## src/rtl/gp_tmr_pkg.sv

```systemverilog
package gp_tmr_pkg;
  localparam int unsigned BYTE_W = 8;

  typedef enum logic [1:0] {
    A_CTRL   = 2'd0,
    A_RLD_LO = 2'd1,
    A_RLD_HI = 2'd2,
    A_NONE   = 2'd3
  } tmr_addr_e;

  // bit 4 .. bit 0
  typedef struct packed {
    logic route;
    logic ext_sel;
    logic one_shot;
    logic run;
    logic ien;
  } tmr_ctrl_t;

  localparam int unsigned CTRL_W = $bits(tmr_ctrl_t);
endpackage

```

## src/rtl/tmr_edge_sync.sv

```systemverilog
module tmr_edge_sync #(
  parameter int unsigned STAGES = 2
) (
  input  logic clk_i,
  input  logic rst_ni,
  input  logic async_i,
  output logic rise_o
);
  // STAGES synchronizer flops plus one history flop
  logic [STAGES:0] sh_q;

  always_ff @(posedge clk_i or negedge rst_ni) begin
    if (!rst_ni) sh_q <= '0;
    else         sh_q <= {sh_q[STAGES-1:0], async_i};
  end

  assign rise_o = sh_q[STAGES-1] & ~sh_q[STAGES];
endmodule

```

## src/rtl/tmr_regs.sv

```systemverilog
module tmr_regs
  import gp_tmr_pkg::*;
#(
  parameter int unsigned CNT_W = 16
) (
  input  logic             clk_i,
  input  logic             rst_ni,
  input  logic             wr_en_i,
  input  logic             rd_en_i,
  input  logic [1:0]       addr_i,
  input  logic [BYTE_W-1:0] wdata_i,
  input  logic             os_done_i,
  output tmr_ctrl_t        ctrl_o,
  output logic [CNT_W-1:0] reload_o,
  output logic [BYTE_W-1:0] rdata_o,
  output logic             start_req_o,
  output logic             reload_wr_o,
  output logic             ctrl_rd_o
);
  localparam int unsigned HI_W = CNT_W - BYTE_W;

  tmr_ctrl_t         ctrl_q;
  logic [BYTE_W-1:0] rld_lo_q;
  logic [HI_W-1:0]   rld_hi_q;
  tmr_addr_e         addr;
  tmr_ctrl_t         wctrl;

  assign addr  = tmr_addr_e'(addr_i);
  assign wctrl = tmr_ctrl_t'(wdata_i[CTRL_W-1:0]);

  always_ff @(posedge clk_i or negedge rst_ni) begin
    if (!rst_ni) begin
      ctrl_q   <= '0;
      rld_lo_q <= '0;
      rld_hi_q <= '0;
    end else begin
      if (wr_en_i) begin
        case (addr)
          A_CTRL:   ctrl_q   <= wctrl;
          A_RLD_LO: rld_lo_q <= wdata_i;
          A_RLD_HI: rld_hi_q <= wdata_i[HI_W-1:0];
          default: ;
        endcase
      end
      // single-shot completion overrides a concurrent write of the run bit
      if (os_done_i) ctrl_q.run <= 1'b0;
    end
  end

  assign ctrl_o      = ctrl_q;
  assign reload_o    = {rld_hi_q, rld_lo_q};
  assign start_req_o = wr_en_i && (addr == A_CTRL) && wctrl.run;
  assign reload_wr_o = wr_en_i && ((addr == A_RLD_LO) || (addr == A_RLD_HI));
  assign ctrl_rd_o   = rd_en_i && (addr == A_CTRL);

  always_comb begin
    rdata_o = '0;
    if (rd_en_i) begin
      case (addr)
        A_CTRL:   rdata_o = BYTE_W'(ctrl_q);
        A_RLD_LO: rdata_o = rld_lo_q;
        A_RLD_HI: rdata_o = BYTE_W'(rld_hi_q);
        default:  rdata_o = '0;
      endcase
    end
  end

  logic unused_wbits;
  assign unused_wbits = ^wdata_i[BYTE_W-1:CTRL_W];
endmodule

```

## src/rtl/tmr_core.sv

```systemverilog
module tmr_core #(
  parameter int unsigned CNT_W = 16
) (
  input  logic             clk_i,
  input  logic             rst_ni,
  input  logic             ce_i,
  input  logic             run_i,
  input  logic             one_shot_i,
  input  logic             start_req_i,
  input  logic             reload_wr_i,
  input  logic [CNT_W-1:0] reload_i,
  output logic             tc_o,
  output logic             os_done_o,
  output logic [CNT_W-1:0] cnt_o
);
  localparam logic [CNT_W-1:0] LAST = CNT_W'(1);

  logic [CNT_W-1:0] cnt_q;
  logic             need_q;  // next start must load reload_i

  // a loaded 0 wraps through all ones, giving 2**CNT_W events
  assign tc_o      = run_i && ce_i && (cnt_q == LAST);
  assign os_done_o = tc_o && one_shot_i;

  always_ff @(posedge clk_i or negedge rst_ni) begin
    if (!rst_ni) begin
      cnt_q  <= '0;
      need_q <= 1'b1;
    end else begin
      if (tc_o) begin
        if (one_shot_i) begin
          cnt_q  <= '0;
          need_q <= 1'b1;
        end else begin
          cnt_q <= reload_i;
        end
      end else if (run_i && ce_i) begin
        cnt_q <= cnt_q - LAST;
      end else if (start_req_i && need_q) begin
        cnt_q  <= reload_i;
        need_q <= 1'b0;
      end
      if (reload_wr_i && !run_i) need_q <= 1'b1;
    end
  end

  assign cnt_o = cnt_q;
endmodule

```

## src/rtl/tmr_irq.sv

```systemverilog
module tmr_irq (
  input  logic clk_i,
  input  logic rst_ni,
  input  logic tc_i,
  input  logic clr_i,
  input  logic ien_i,
  input  logic route_i,
  input  logic pin_sel_i,
  output logic irq_o,
  output logic pin_o
);
  logic flag_q;

  always_ff @(posedge clk_i or negedge rst_ni) begin
    if (!rst_ni)    flag_q <= 1'b0;
    else if (tc_i)  flag_q <= 1'b1;
    else if (clr_i) flag_q <= 1'b0;
  end

  assign irq_o = flag_q & ien_i;
  assign pin_o = irq_o & route_i & ~pin_sel_i;
endmodule

```

## src/rtl/gp_down_timer.sv

```systemverilog
module gp_down_timer
  import gp_tmr_pkg::*;
#(
  parameter int unsigned CNT_W       = 16,
  parameter int unsigned SYNC_STAGES = 2
) (
  input  logic       clk_i,
  input  logic       rst_ni,
  input  logic       wr_en_i,
  input  logic       rd_en_i,
  input  logic [1:0] addr_i,
  input  logic [7:0] wdata_i,
  output logic [7:0] rdata_o,
  input  logic       tick_i,
  input  logic       ext_clk_i,
  input  logic       gpio_sel0_i,
  output logic       irq_o,
  output logic       gpo0_o
);
  tmr_ctrl_t        ctrl_q;
  logic [CNT_W-1:0] reload;
  logic [CNT_W-1:0] cnt;
  logic             start_req, reload_wr, ctrl_rd;
  logic             ext_rise, ce, tc, os_done;

  tmr_regs #(.CNT_W(CNT_W)) i_regs (
    .clk_i, .rst_ni, .wr_en_i, .rd_en_i, .addr_i, .wdata_i,
    .os_done_i   (os_done),
    .ctrl_o      (ctrl_q),
    .reload_o    (reload),
    .rdata_o,
    .start_req_o (start_req),
    .reload_wr_o (reload_wr),
    .ctrl_rd_o   (ctrl_rd)
  );

  tmr_edge_sync #(.STAGES(SYNC_STAGES)) i_ext_sync (
    .clk_i, .rst_ni,
    .async_i (ext_clk_i),
    .rise_o  (ext_rise)
  );

  assign ce = ctrl_q.ext_sel ? ext_rise : tick_i;

  tmr_core #(.CNT_W(CNT_W)) i_core (
    .clk_i, .rst_ni,
    .ce_i        (ce),
    .run_i       (ctrl_q.run),
    .one_shot_i  (ctrl_q.one_shot),
    .start_req_i (start_req),
    .reload_wr_i (reload_wr),
    .reload_i    (reload),
    .tc_o        (tc),
    .os_done_o   (os_done),
    .cnt_o       (cnt)
  );

  tmr_irq i_irq (
    .clk_i, .rst_ni,
    .tc_i      (tc),
    .clr_i     (ctrl_rd),
    .ien_i     (ctrl_q.ien),
    .route_i   (ctrl_q.route),
    .pin_sel_i (gpio_sel0_i),
    .irq_o,
    .pin_o     (gpo0_o)
  );
endmodule

```

## config.mk

```make
export PLATFORM = sky130hd
export DESIGN_NAME = gp_down_timer
export DESIGN_NICKNAME = d
export VERILOG_FILES = /design/src/rtl/gp_tmr_pkg.sv /design/src/rtl/tmr_edge_sync.sv /design/src/rtl/tmr_regs.sv /design/src/rtl/tmr_core.sv /design/src/rtl/tmr_irq.sv /design/src/rtl/gp_down_timer.sv
export SDC_FILE = /design/constraint.sdc
export NUM_CORES = 1
export LEC_CHECK = 0
export BUFFER_PORTS_ARGS = -buffer_cell sky130_fd_sc_hd__buf_2
export CAP_MARGIN = 20
export CORE_UTILIZATION = 51
export DETAILED_ROUTE_END_ITERATION = 16
export PLACE_DENSITY = 0.8
export SYNTH_ARGS = -nofsm -noshare
export SYNTH_HDL_FRONTEND = slang
export SYNTH_SLANG_ARGS = --single-unit
```

## constraint.sdc

```tcl
create_clock -name clk_i -period 3.8 [get_ports clk_i]
set_clock_uncertainty 0.05 [all_clocks]
set_input_delay 0.57 -clock clk_i [delete_from_list [all_inputs] [get_ports clk_i]]
set_output_delay 0.57 -clock clk_i [all_outputs]
set_load 0.02 [all_outputs]
```

==> flow_metrics.tcl <==
set metrics [dict create \
    sequentialPowerShare 0.466 \
    r2r-start "i_core.cnt_o[11]" \
    ys_seq_area_frac 0.464 \
    netlist_instances 216 \
    finalPower_mw 1.55 \
    die_h_um 68.7 \
    ys.flop_type "dfrtp_1" \
    num-fill-cells 355 \
    p_leak_nw 1.09 \
    r2r_end "i_core.cnt_o[13]" \
    drt_wl_total_um 5130 \
    rows 23 \
    layout_min_cycle_time_ns 2.61 \
    gp_congestion 0.942 \
    switching_share 0.398 \
    crit_type "reg -> reg" \
    netlist.area_leader.share 0.452 \
    setup_violations 0 \
    numCtsBuffers 5 \
    min_path_cells 0 \
    avgSynthCellArea_um2 10.5 \
    track_usage 0.249 \
    finalNonFillerCells 291 \
    multi_input_area_um2 1140 \
    synth_area_leader_cell "dfrtp_1" \
    insertion_delay_ns 0.32 \
    io_pins 27 \
    dp.cells 283 \
    startpoint_type "register" \
    arrival_ns 2.82 \
    ir_worst_vdd_mv 0.325 \
    ys_ff_latch 42 \
    yosys-top-cells-area "dfrtp_1 (45%), mux2_2 (9.9%), ha_1 (3.3%)" \
    dieArea_um2 4720 \
    maxCapViolations 0 \
    setup_ws_ns 1.19 \
    p_sw_mw 0.618 \
    dr.pass1.iters 7 \
    p_int_mw 0.933 \
    h-tree-depth 2 \
    antenna_found_initial 0 \
    hold_buffers 0 \
    outcome "finished clean" \
    reg2reg_slack_ns 1.19 \
    synth_warnings 0 \
    pwr-share-clk 0.197 \
    dieWidth_um 68.7 \
    path_clk_slew_ns 0.09 \
    fin_tns_setup_ns 0 \
    combPwrFrac 0.337 \
    cts_buffer_depth 2 \
    cts_num_sinks 42 \
    drt-initial-drc-count 187 \
    final_cell_mix "dfrtp_1 (41), buf_2 (26), mux2_2 (20), nand2_1 (19), nor2_1 (18)" \
    start_util 0.548 \
    fin_crit_sh 0.687 \
    wire_per_inst_um 17.6 \
    rsz0062_at_grt "false" \
    regArea_um2 1050 \
    place_ws_ns 1.25 \
    hold_end "i_ext_sync.sh_q[1]" \
    cts_tree "done" \
    async_flop_share 1.00 \
    grt_pass1_vias 1682 \
    gr-total-overflow 0 \
    core_area_um2 4140 \
    worst_pin_slew_ns 0.915 \
    grt_pass1_wl_um 8350 \
    root_buffer "clkbuf_8" \
    vias_per_cell 6.34 \
    cts_setup_buffers 0 \
    fin_util 0.605 \
    drtAntennaViolNets 0 \
    synth_nets 239 \
    p_per_area_nw_per_um2 618 \
    rr_worst_depth 5 \
    synth_edf_count 0 \
    hold_start "i_ext_sync.sh_q[0]" \
    synth_area_um2 2270 \
    slew_headroom 0.390 \
    cp-end-kind "register" \
    finalHoldViolCount 0 \
    port_buffers 26 \
    cts_resized 0 \
    grt_max_degree 43 \
    antenna_cells 0 \
    final-max-slew-violation-count 0 \
    drive_gt1_frac 0.253 \
    vias 1845 \
    synth_cell_types 48 \
    layout_commonest_cell "dfrtp_1" \
    drc 0 \
    max_clock_freq_mhz 383 \
    area_delta_synth_final_pct 10.5 \
    path_max_fanout 12 \
    crit_required_ns 4.01 \
    dp_hpwl_um 3760 \
    nNetsFinal 263 \
    hold_path.class "reg -> reg" \
]
## layout make-up
class	count	area share
Clock buffer	5	0.0274
Clock inverter	3	0.00998
Inverter	6	0.00898
Multi-Input combinational cell	158	0.454
Sequential cell	42	0.420
Tap cell	50	0.0250
Timing Repair Buffer	27	0.0549
## power groups by stage
stage / logic [mW] / registers, mW / clock network [mW]
after floorplan: 0.412 / 0.679 / 0
after global placement: 0.506 / 0.721 / 0
after detailed placement: 0.515 / 0.727 / 0
after CTS: 0.518 / 0.719 / 0.307
after global routing: 0.576 / 0.741 / 0.325
final: 0.522 / 0.723 / 0.306
## how the worst max path moves through the flow
stage / start / to / cells past startpoint
after CTS: i_core.cnt_o[11] / i_core.cnt_o[13] / 5
after floorplan: addr_i[0] / i_core.cnt_o[8] / 10
after global routing: i_core.cnt_o[11] / i_core.cnt_o[14] / 5
after detailed placement: i_core.cnt_o[11] / i_core.cnt_o[13] / 5
after global placement: i_core.cnt_o[11] / i_core.cnt_o[11] / 5
final: i_core.cnt_o[11] / i_core.cnt_o[13] / 5
## worst max-delay path, cell delays in order (launching register included)
cell and delay (ns):
dfrtp_1 0.45, nor4_4 0.39, or3b_1 0.53, o31ai_2 0.79
and2_1 0.24, a221o_2 0.11
## cell usage after synthesis, types with 2 or more instances
cell type / count
a21oi_1: 8
nor2_1: 18
a222oi_1: 5
o21ai_0: 9
nand4_1: 3
inv_1: 6
o221ai_1: 2
nand3_1: 8
ha_1: 6
nand2b_1: 3
dfrtp_1: 41
nand3b_1: 2
and2_1: 5
mux2_2: 20
nand2_1: 19
a22oi_1: 4
o311ai_0: 2
nor3_1: 5
clkbuf_1: 7
o21ai_1: 3
a221o_1: 7
buf_6: 2
and4_1: 2
nor4_1: 5
## logic make-up (layout without fill, tap and decap cells)
| logic type | count (synthesis) | count (layout) | share of synthesized area |
|---|---|---|---|
| AOI/OAI and AO/OA | 53 | 53 | 0.177 |
| xor gates and xnor gates | 2 | 2 | 0.00772 |
| muxes | 21 | 21 | 0.104 |
| and+or+nand+nor | 76 | 76 | 0.180 |
| DFF | 42 | 42 | 0.464 |
| buffers and inverters | 16 | 41 | 0.0347 |
| adders and majority gates | 6 | 6 | 0.0331 |
## registers in the layout, indices dropped and copies added (netlist names)
| register | flops |
|---|---|
| i_ext_sync.sh_q | 3 |
| i_regs.rld_hi_q | 8 |
| i_core.cnt_o | 16 |
| i_core.need_q | 1 |
| i_regs.rld_lo_q | 8 |
| i_regs.ctrl_o | 5 |
| i_irq.flag_q | 1 |
## layer usage
metal,vias up,track usage,share of wire,wire (um)
met5,-,0,0,0
met4,0,0.112,0.016,81
met3,9,0.0477,0.074,377
met2,87,0.365,0.45,2290
met1,883,0.355,0.46,2380
li1,866,-,-,-
## stage by stage
step                      area [um2]  hold slack [ns]
after detailed placement        2410            0.292
final                           2510            0.308
after global routing            2510            0.309
after CTS                       2510            0.309
after global placement          2410            0.283
after floorplan                 2270            0.224
No activity file was read; power rests on OpenSTA's default activity.
